### config.mk
export PLATFORM = sky130hd
export DESIGN_NAME = alu_flag_unit
export DESIGN_NICKNAME = d
export VERILOG_FILES = /design/src/rtl/alu_pkg.sv /design/src/rtl/alu_addsub.sv /design/src/rtl/alu_logic.sv /design/src/rtl/alu_flaggen.sv /design/src/rtl/alu_flag_unit.sv
export SDC_FILE = /design/constraint.sdc
export NUM_CORES = 1
export LEC_CHECK = 0
export BUFFER_PORTS_ARGS = -buffer_cell sky130_fd_sc_hd__clkbuf_2
export CORE_UTILIZATION = 25
export CTS_CLUSTER_SIZE = 28
export DETAILED_ROUTE_END_ITERATION = 6
export PLACE_DENSITY_LB_ADDON = 0.25
export SETUP_SLACK_MARGIN = 0.15
export SLEW_MARGIN = 20
export SYNTH_ARGS = -nofsm -noshare
export SYNTH_HDL_FRONTEND = slang
export SYNTH_HIERARCHICAL = 1
export SYNTH_SLANG_ARGS = --single-unit
### constraint.sdc
create_clock -name clk -period 13.35 [get_ports clk]
set_input_delay 1.335 -clock clk [delete_from_list [all_inputs] [get_ports clk]]
set_output_delay 1.335 -clock clk [all_outputs]
set_load 0.02 [all_outputs]
### src/rtl/alu_pkg.sv
// alu_pkg: shared operation codes and status bit positions for the ALU.
// Assumes the 3-bit op code layout described in the brief.
package alu_pkg;
    typedef enum logic [2:0] {
        OP_ADD = 3'b000,
        OP_SUB = 3'b001,
        OP_AND = 3'b010,
        OP_OR  = 3'b011,
        OP_XOR = 3'b100
    } alu_op_e;

    localparam int FLAG_W  = 6;
    localparam int FL_NEG  = 5;
    localparam int FL_ZERO = 4;
    localparam int FL_OVF  = 3;
    localparam int FL_CRY  = 2;
    localparam int FL_HALF = 1;
    localparam int FL_PAR  = 0;
endpackage

### src/rtl/alu_addsub.sv
// alu_addsub: adder/subtractor split at the half-carry boundary.
// Works out a + b, or a + ~b + 1 when sub is high.
// Carry and half carry come out as borrows in subtract mode.
// Assumes 0 < AUX_POS < W.
module alu_addsub #(
    parameter int W       = 32,
    parameter int AUX_POS = 4
) (
    input  logic         sub,
    input  logic [W-1:0] a,
    input  logic [W-1:0] b,
    output logic [W-1:0] sum,
    output logic         carry,
    output logic         half,
    output logic         ovf
);
    localparam int HI_W = W - AUX_POS;

    logic [W-1:0]      b_eff;
    logic [AUX_POS:0]  lo;
    logic [HI_W:0]     hi;

    // Invert the second operand and inject a carry for subtract, then add in two pieces.
    always_comb begin
        b_eff = sub ? ~b : b;
        lo    = {1'b0, a[AUX_POS-1:0]} + {1'b0, b_eff[AUX_POS-1:0]}
              + {{AUX_POS{1'b0}}, sub};
        hi    = {1'b0, a[W-1:AUX_POS]} + {1'b0, b_eff[W-1:AUX_POS]}
              + {{HI_W{1'b0}}, lo[AUX_POS]};
        sum   = {hi[HI_W-1:0], lo[AUX_POS-1:0]};
        carry = hi[HI_W] ^ sub;
        half  = lo[AUX_POS] ^ sub;
        ovf   = (a[W-1] == b_eff[W-1]) && (sum[W-1] != a[W-1]);
    end
endmodule

### src/rtl/alu_logic.sv
// alu_logic: bitwise unit for AND, OR and XOR.
// Any code it does not handle gives zero.
module alu_logic #(
    parameter int W = 32
) (
    input  logic [2:0]   op,
    input  logic [W-1:0] a,
    input  logic [W-1:0] b,
    output logic [W-1:0] y
);
    import alu_pkg::*;

    // Select the bitwise function for this code.
    always_comb begin
        case (op)
            OP_AND:  y = a & b;
            OP_OR:   y = a | b;
            OP_XOR:  y = a ^ b;
            default: y = '0;
        endcase
    end
endmodule

### src/rtl/alu_flaggen.sv
// alu_flaggen: builds the six-bit status word from the result and the adder flags.
// Assumes PAR_BITS <= W. The adder flags are used only when is_arith is high.
module alu_flaggen #(
    parameter int W        = 32,
    parameter int PAR_BITS = 8
) (
    input  logic                      is_arith,
    input  logic [W-1:0]              res,
    input  logic                      ar_ovf,
    input  logic                      ar_carry,
    input  logic                      ar_half,
    output logic [alu_pkg::FLAG_W-1:0] fl
);
    import alu_pkg::*;

    // Put each status bit at its fixed position.
    always_comb begin
        fl          = '0;
        fl[FL_NEG]  = res[W-1];
        fl[FL_ZERO] = (res == '0);
        fl[FL_OVF]  = is_arith & ar_ovf;
        fl[FL_CRY]  = is_arith & ar_carry;
        fl[FL_HALF] = is_arith & ar_half;
        fl[FL_PAR]  = ~^res[PAR_BITS-1:0];
    end
endmodule

### src/rtl/alu_flag_unit.sv
// alu_flag_unit: top of the ALU. The datapath is combinational.
// The status word also has a captured copy with a synchronous active-low reset.
// Assumes op_sel and the operands are stable around the clock edge when flag_we is high.
module alu_flag_unit #(
    parameter int W        = 32,
    parameter int AUX_POS  = 4,
    parameter int PAR_BITS = 8
) (
    input  logic                        clk,
    input  logic                        rst_n,
    input  logic [2:0]                  op_sel,
    input  logic [W-1:0]                opa,
    input  logic [W-1:0]                opb,
    input  logic                        flag_we,
    output logic [W-1:0]                result,
    output logic [alu_pkg::FLAG_W-1:0]  flags,
    output logic [alu_pkg::FLAG_W-1:0]  flags_q
);
    import alu_pkg::*;

    logic         is_arith;
    logic [W-1:0] as_sum, lg_y;
    logic         as_carry, as_half, as_ovf;

    // Decide whether the adder path drives the result.
    always_comb is_arith = (op_sel == OP_ADD) || (op_sel == OP_SUB);

    alu_addsub #(.W(W), .AUX_POS(AUX_POS)) u_addsub (
        .sub   (op_sel == OP_SUB),
        .a     (opa),
        .b     (opb),
        .sum   (as_sum),
        .carry (as_carry),
        .half  (as_half),
        .ovf   (as_ovf)
    );

    alu_logic #(.W(W)) u_logic (
        .op (op_sel),
        .a  (opa),
        .b  (opb),
        .y  (lg_y)
    );

    // Pick the adder sum or the bitwise output.
    always_comb result = is_arith ? as_sum : lg_y;

    alu_flaggen #(.W(W), .PAR_BITS(PAR_BITS)) u_flags (
        .is_arith (is_arith),
        .res      (result),
        .ar_ovf   (as_ovf),
        .ar_carry (as_carry),
        .ar_half  (as_half),
        .fl       (flags)
    );

    // Captured status: cleared by reset, loaded when enabled, held otherwise.
    always_ff @(posedge clk) begin
        if (!rst_n)       flags_q <= '0;
        else if (flag_we) flags_q <= flags;
    end
endmodule

==> results.md, run 1 <==
- CP Launch Type: input port
- Asr flop ratio synth: 0
- PwrDens: 65.4 nW/um2
- Unrepaired setup endpoints after global routing: false
- Critical Path AT: 6850 ps
- Hold Startpoint: flags_q[1]$_SDFFE_PN0P_
- Status: finished clean
- Comb power frac: 0.805
- Largest reg by FF count: flags_q
- Number of vias per cell: 4.66
- CP top delay family: simple AND/OR/NAND/NOR gates
- Setup crit end kind: primary output
- Layout cells sized above 1: 0.252
- Final Wtd Congestion: 0.791
- Top cells by count, synth: ha_1 (98), inv_1 (86), a21oi_1 (51), nor2_1 (43), xor2_1 (41)
- Post-CTS setup buffers: 0
- Post-synth EDFFs: 0
- IO Pins: 114
- Clock power frac: 0.136
- Max_slew headroom: 0.337
- Fin. max-slew vios: 0
- Starting DRC count in detailed routing: 128
- Setup violations, final: 0
- Top cells by area, synth: ha_1 (27%), xor2_1 (7.8%), mux2_2 (7.4%), inv_1 (7.1%), a22o_1 (6.3%)
- Ant. Diodes: 0
- Clock Skew: 0 ps
- DRC viols: 0
- Net Switching: 0.175 mW
- R2r worst-path depth: 2
- F_max: 122 MHz
- Largest net degree at the start of global routing: 60
- Syn Std Cell Area: 4580 um2
- Antenna Nets Post-Route: 0
- Hold worst-path end: flags_q[1]$_SDFFE_PN0P_
- Yosys top cell area share: 0.268
- CTS tree: built
- Leak: 2.95 nW
- PortBufs: 113
- Count leader, synth: ha_1
- Tightest Pin Transition: 992 ps
- Min cycle time layout: 8190 ps
- Finished Core Util: 0.298
- # H-tree levels: 1
- Post-synthesis cell count: 584
- Post-DP HPWL: 10,600 um
- First-pass GRT wire length: 20,600 um
- Hold path depth: 2
- Root Driver: clkbuf_16
- Number of global-route vias before repair: 4,139
- Vias post-DR: 4,233
- Full die area: 18,900 um2
- Clock Latency Late Sink: 220 ps
- DIE HEIGHT: 137 um
- Hold_buf cts: 0
- Ys flop type: dfxtp_1
- CP peak stage delay: 780 ps
- Critical-path top delay cell: nor2_4
- Placed instance count: 905
- Clk sink count: 6
- Final Non-Filler Cells: 908
- Flop pwr share: 0.059
- DR WL/cell: 14.0 um
- Total GRT Usage: 0.135
- VDD IR-drop max: 0.0450 mV
- Leading registers by flop count: flags_q x6
- Register area share after synthesis: 0.0262
- Num rows: 49
- Worst hold path class: register to register
- TritonCTS Buffers: 3
- Reg2reg setup slack: 12,760 ps
- Number of flip-flops in the largest register: 6
- RR Startpoint: flags_q[4]$_SDFFE_PN0P_
- CTS Buffer Depth: 2
- Synth unique cells: 66
- Leading area contributor after synthesis: ha_1
- Pint: 0.176 mW
- Tot Pwr: 0.350 mW
- Syn_nets: 754
- Worst path bufs/invs: 4
- Critical Path Fanout Max: 36
- Routed Wire Length: 12,700 um
- Initial Utilization: 0.255
- Setup TNS: 0 ps
- Reg clk slew, reported paths: 30 ps
- R2R Path End: flags_q[4]$_SDFFE_PN0P_
- Final Hold Vio Count: 0
- Core area: 18,000 um2
- Syn. warnings: 6
- Net Sw Frac: 0.499
- Mean post-synth cell area: 7.84 um2
- MaxCap Viol Count: 0
- DR pass1 iterations: 4
- GR Overflow Total: 0
- Worst-path cell chain: clkbuf_2 > nor2_4 > and2_2 > buf_4 > mux2i_1 > fa_1 > inv_1 > a21o_1 > a21oi_1 > fa_1 > nor2b_1 > o211ai_1 > and4bb_1 > o21ai_2 > a41oi_1 > xnor2_1 > mux2_2 > nor4_1 > nand3_1 > nor2_1 > clkbuf_2
- Tcrit/Tclk final: 0.613
- P&R area growth vs syn: 17.1%
- Fin nets: 851
- Initial antenna violation count: 0
- Critical path required time: 12,020 ps
- Critical path type: input port to primary output
- Die W: 137 um
- PostCTS Resize Cnt: 0
- Number of synthesized register bits: 6
## final cells by class
class,count,area [um2]
multi-input cells,468,3970
flip-flops and latches,6,120
inverters,86,323
repair buffers,116,588
fillers,1997,12600
well taps,229,287
clock buffers,3,75.1
## power by group through the flow
| stage | sequential (mW) | clock (mW) | combinational [mW] |
|---|---|---|---|
| floorplan | 0.0232 | 0 | 0.203 |
| global placement | 0.0209 | 0 | 0.285 |
| detailed placement | 0.0210 | 0 | 0.284 |
| CTS | 0.0207 | 0.0484 | 0.286 |
| global route | 0.0211 | 0.0499 | 0.315 |
| finish | 0.0207 | 0.0476 | 0.282 |
## per-layer routing
layer / GRT usage / part of all wire
met4: 0.00549 / 0.0016
met2: 0.235 / 0.47
met5: 0 / 0
met3: 0.00957 / 0.040
met1: 0.189 / 0.49
## placed cells by master, fill, tap and decap left out, drive strengths merged, types with 4 or more instances in the layout
master,count
clkbuf,116
ha,98
inv,86
a21oi,54
nor2,44
xor2,41
a22o,33
mux2,33
xnor2,22
nand2,21
mux2i,12
o21ai,11
nor2b,10
and2,8
and3,7
nor4,7
dfxtp,6
a21o,6
a31oi,6
o21a,5
o211a,4
a311oi,4
o31ai,4
## logic make-up (layout without fill, tap and decap cells)
logic type	Yosys count	after routing	synth area share
compound gates	145	145	0.224
xor+xnor	63	63	0.121
fa+ha+maj	100	100	0.277
buf+inv	110	205	0.109
flops	6	6	0.0262
mux	45	45	0.107
simple gates	115	115	0.136
## worst reg2reg max path, cell delays in order, from the launching register on
cell     delay [ps]
dfxtp_1         300
mux2i_1         120
nor2b_1          60
## worst max-delay path by stage
stage               from        to  slack [ps]  cells past startpoint
6_report       op_sel[2]  flags[4]        5160                     21
5_1_grt        op_sel[2]  flags[4]        4710                     21
4_1_cts        op_sel[2]  flags[4]        5050                     21
3_5_place_dp   op_sel[2]  flags[4]        5080                     21
3_3_place_gp   op_sel[2]  flags[4]        5170                     21
2_1_floorplan  op_sel[2]  flags[4]        6370                     20
## metrics by stage
stage               setup slack [ps]  hold WS (ps)  area, um2
floorplan                       6370           589       4580
global route                    4710           551       5360
CTS                             5050           513       5360
finish                          5160           510       5360
detailed placement              5080           502       5290
global placement                5170           497       5290
Note: power is estimated with default switching activity, not from simulation.
==> run 2, diff against run 1 <==
Clock period 13.35 ns to 8.5 ns, I/O delays scaled along.
==> results.md, run 2 (synthesis results as in run 1) <==
- CP Launch Type: input port
- Reg area: 120 um2
- CTS Buffer Depth: 2
- Worst hold path class: register to register
- Starting DRC count in detailed routing: 156
- Layout cells sized above 1: 0.254
- Critical Path AT: 5690 ps
- Clock Latency Late Sink: 220 ps
- # H-tree levels: 1
- DR pass1 iterations: 5
- Largest reg by FF count: flags_q
- Initial antenna violation count: 0
- Fin nets: 853
- Antenna Nets Post-Route: 0
- MaxCap Viol Count: 0
- Reg clk slew, reported paths: 30 ps
- Min cycle time layout: 6540 ps
- Met2 usage: 0.234
- Full die area: 18,900 um2
- Initial Utilization: 0.255
- F_max: 153 MHz
- Tot Pwr: 0.552 mW
- PostCTS Resize Cnt: 0
- First-pass GRT wire length: 21,000 um
- Clock Skew: 0 ps
- Critical path required time: 7650 ps
- Setup WS post-layout: 1960 ps
- TritonCTS Buffers: 3
- Fill cells: 1,989
- VDD IR-drop max: 0.0693 mV
- CP top delay family: simple AND/OR/NAND/NOR gates
- Met1 global-route usage: 0.199
- Largest net degree at the start of global routing: 36
- Critical Path Fanout Max: 21
- Commonest non-fill, non-tap cell in the layout: clkbuf_2
- Critical-path top delay cell: and2_2
- Status: finished clean
- DIE HEIGHT: 137 um
- Placed Area: 5300 um2
- Area taken by multi-input logic gates: 3970 um2
- Commonest non-fill, non-tap cells in the layout: clkbuf_2 (113), ha_1 (98), inv_1 (86)
- Final Wtd Congestion: 0.786
- Worst-path cell chain: clkbuf_2 > nor2_4 > and2_2 > buf_4 > xor2_1 > ha_1 > a21o_1 > a21oi_1 > fa_1 > nor2b_1 > o31a_1 > o211a_1 > o211a_1 > or2_1 > xor2_1 > mux2_2 > nor4_1 > nand3_1 > nor2_1 > clkbuf_2
- Ant. Diodes: 0
- Setup crit end kind: primary output
- Pre-CTS setup slack: 1940 ps
- Number of vias per cell: 4.62
- Max_slew headroom: 0.422
- Core area: 18,000 um2
- Root Driver: clkbuf_16
- Fin. max-slew vios: 0
- Post-DP HPWL: 10,800 um
- Num rows: 49
- Die W: 137 um
- Leading registers by flop count: flags_q x6
- Worst path bufs/invs: 3
- GR Overflow Total: 0
- Busiest grt layer: met2
- P&R area growth vs syn: 17.4%
- Total GRT Usage: 0.138
- CTS tree: built
- DR WL/cell: 14.2 um
- Final Hold Vio Count: 0
- Hold WS: 507 ps
- GR Util met3: 0.00773
- DRC viols: 0
- Tcrit/Tclk final: 0.770
- Hold_buf cts: 0
- Critical path type: input port to primary output
- Final instance area: 5380 um2
- Leak: 2.96 nW
- Vias post-DR: 4,200
- Unrepaired setup endpoints after global routing: false
- Number of global-route vias before repair: 4,093
- Setup violations, final: 0
- Number of flip-flops in the largest register: 6
- IO Pins: 114
- Tightest Pin Transition: 864 ps
- PwrDens: 103 nW/um2
- PortBufs: 113
- Setup TNS: 0 ps
- Clk sink count: 6
- Routed Wire Length: 12,900 um
- Post-CTS setup buffers: 0
- CP peak stage delay: 490 ps
[run 2: metrics by stage]
stage               cells  utilization
global placement      907        0.295
CTS                   910        0.299
detailed placement    907        0.295
finish                910        0.299
global route          910        0.299
floorplan             584            -
[run 2: final timing paths]
kind,cells past startpoint,from,endpoint,slack [ps]
worst max register to register,2,flags_q[3]$_SDFFE_PN0P_,flags_q[3]$_SDFFE_PN0P_,7910
worst min register to register,2,flags_q[2]$_SDFFE_PN0P_,flags_q[2]$_SDFFE_PN0P_,510
worst max-delay path,20,op_sel[2],flags[4],1960
worst min-delay path,2,flags_q[2]$_SDFFE_PN0P_,flags_q[2]$_SDFFE_PN0P_,510
[run 2: where the power goes]
| part | internal (mW) | switching (mW) | total (mW) |
|---|---|---|---|
| registers | 0.0312 | 0.00127 | 0.0325 |
| clock network | 0.0603 | 0.0149 | 0.0752 |
| logic | 0.185 | 0.259 | 0.444 |
[run 2: layer usage]
metal	vias up	routed length [um]
met2	70	5960
li1	2220	-
met3	2	457
met5	-	0
met4	0	21
met1	1908	6450
[run 2: cell type report]
cell class              count  area share
clock buffers               3      0.0140
inverters                  86      0.0601
multi-input cells         468       0.738
flip-flops and latches      6      0.0223
well taps                 229      0.0533
repair buffers            118       0.112
[run 2: worst min-delay path: stages, from the launching register on]
cell and delay (ps):
dfxtp_1 310, mux2i_1 60, nor2b_1 90
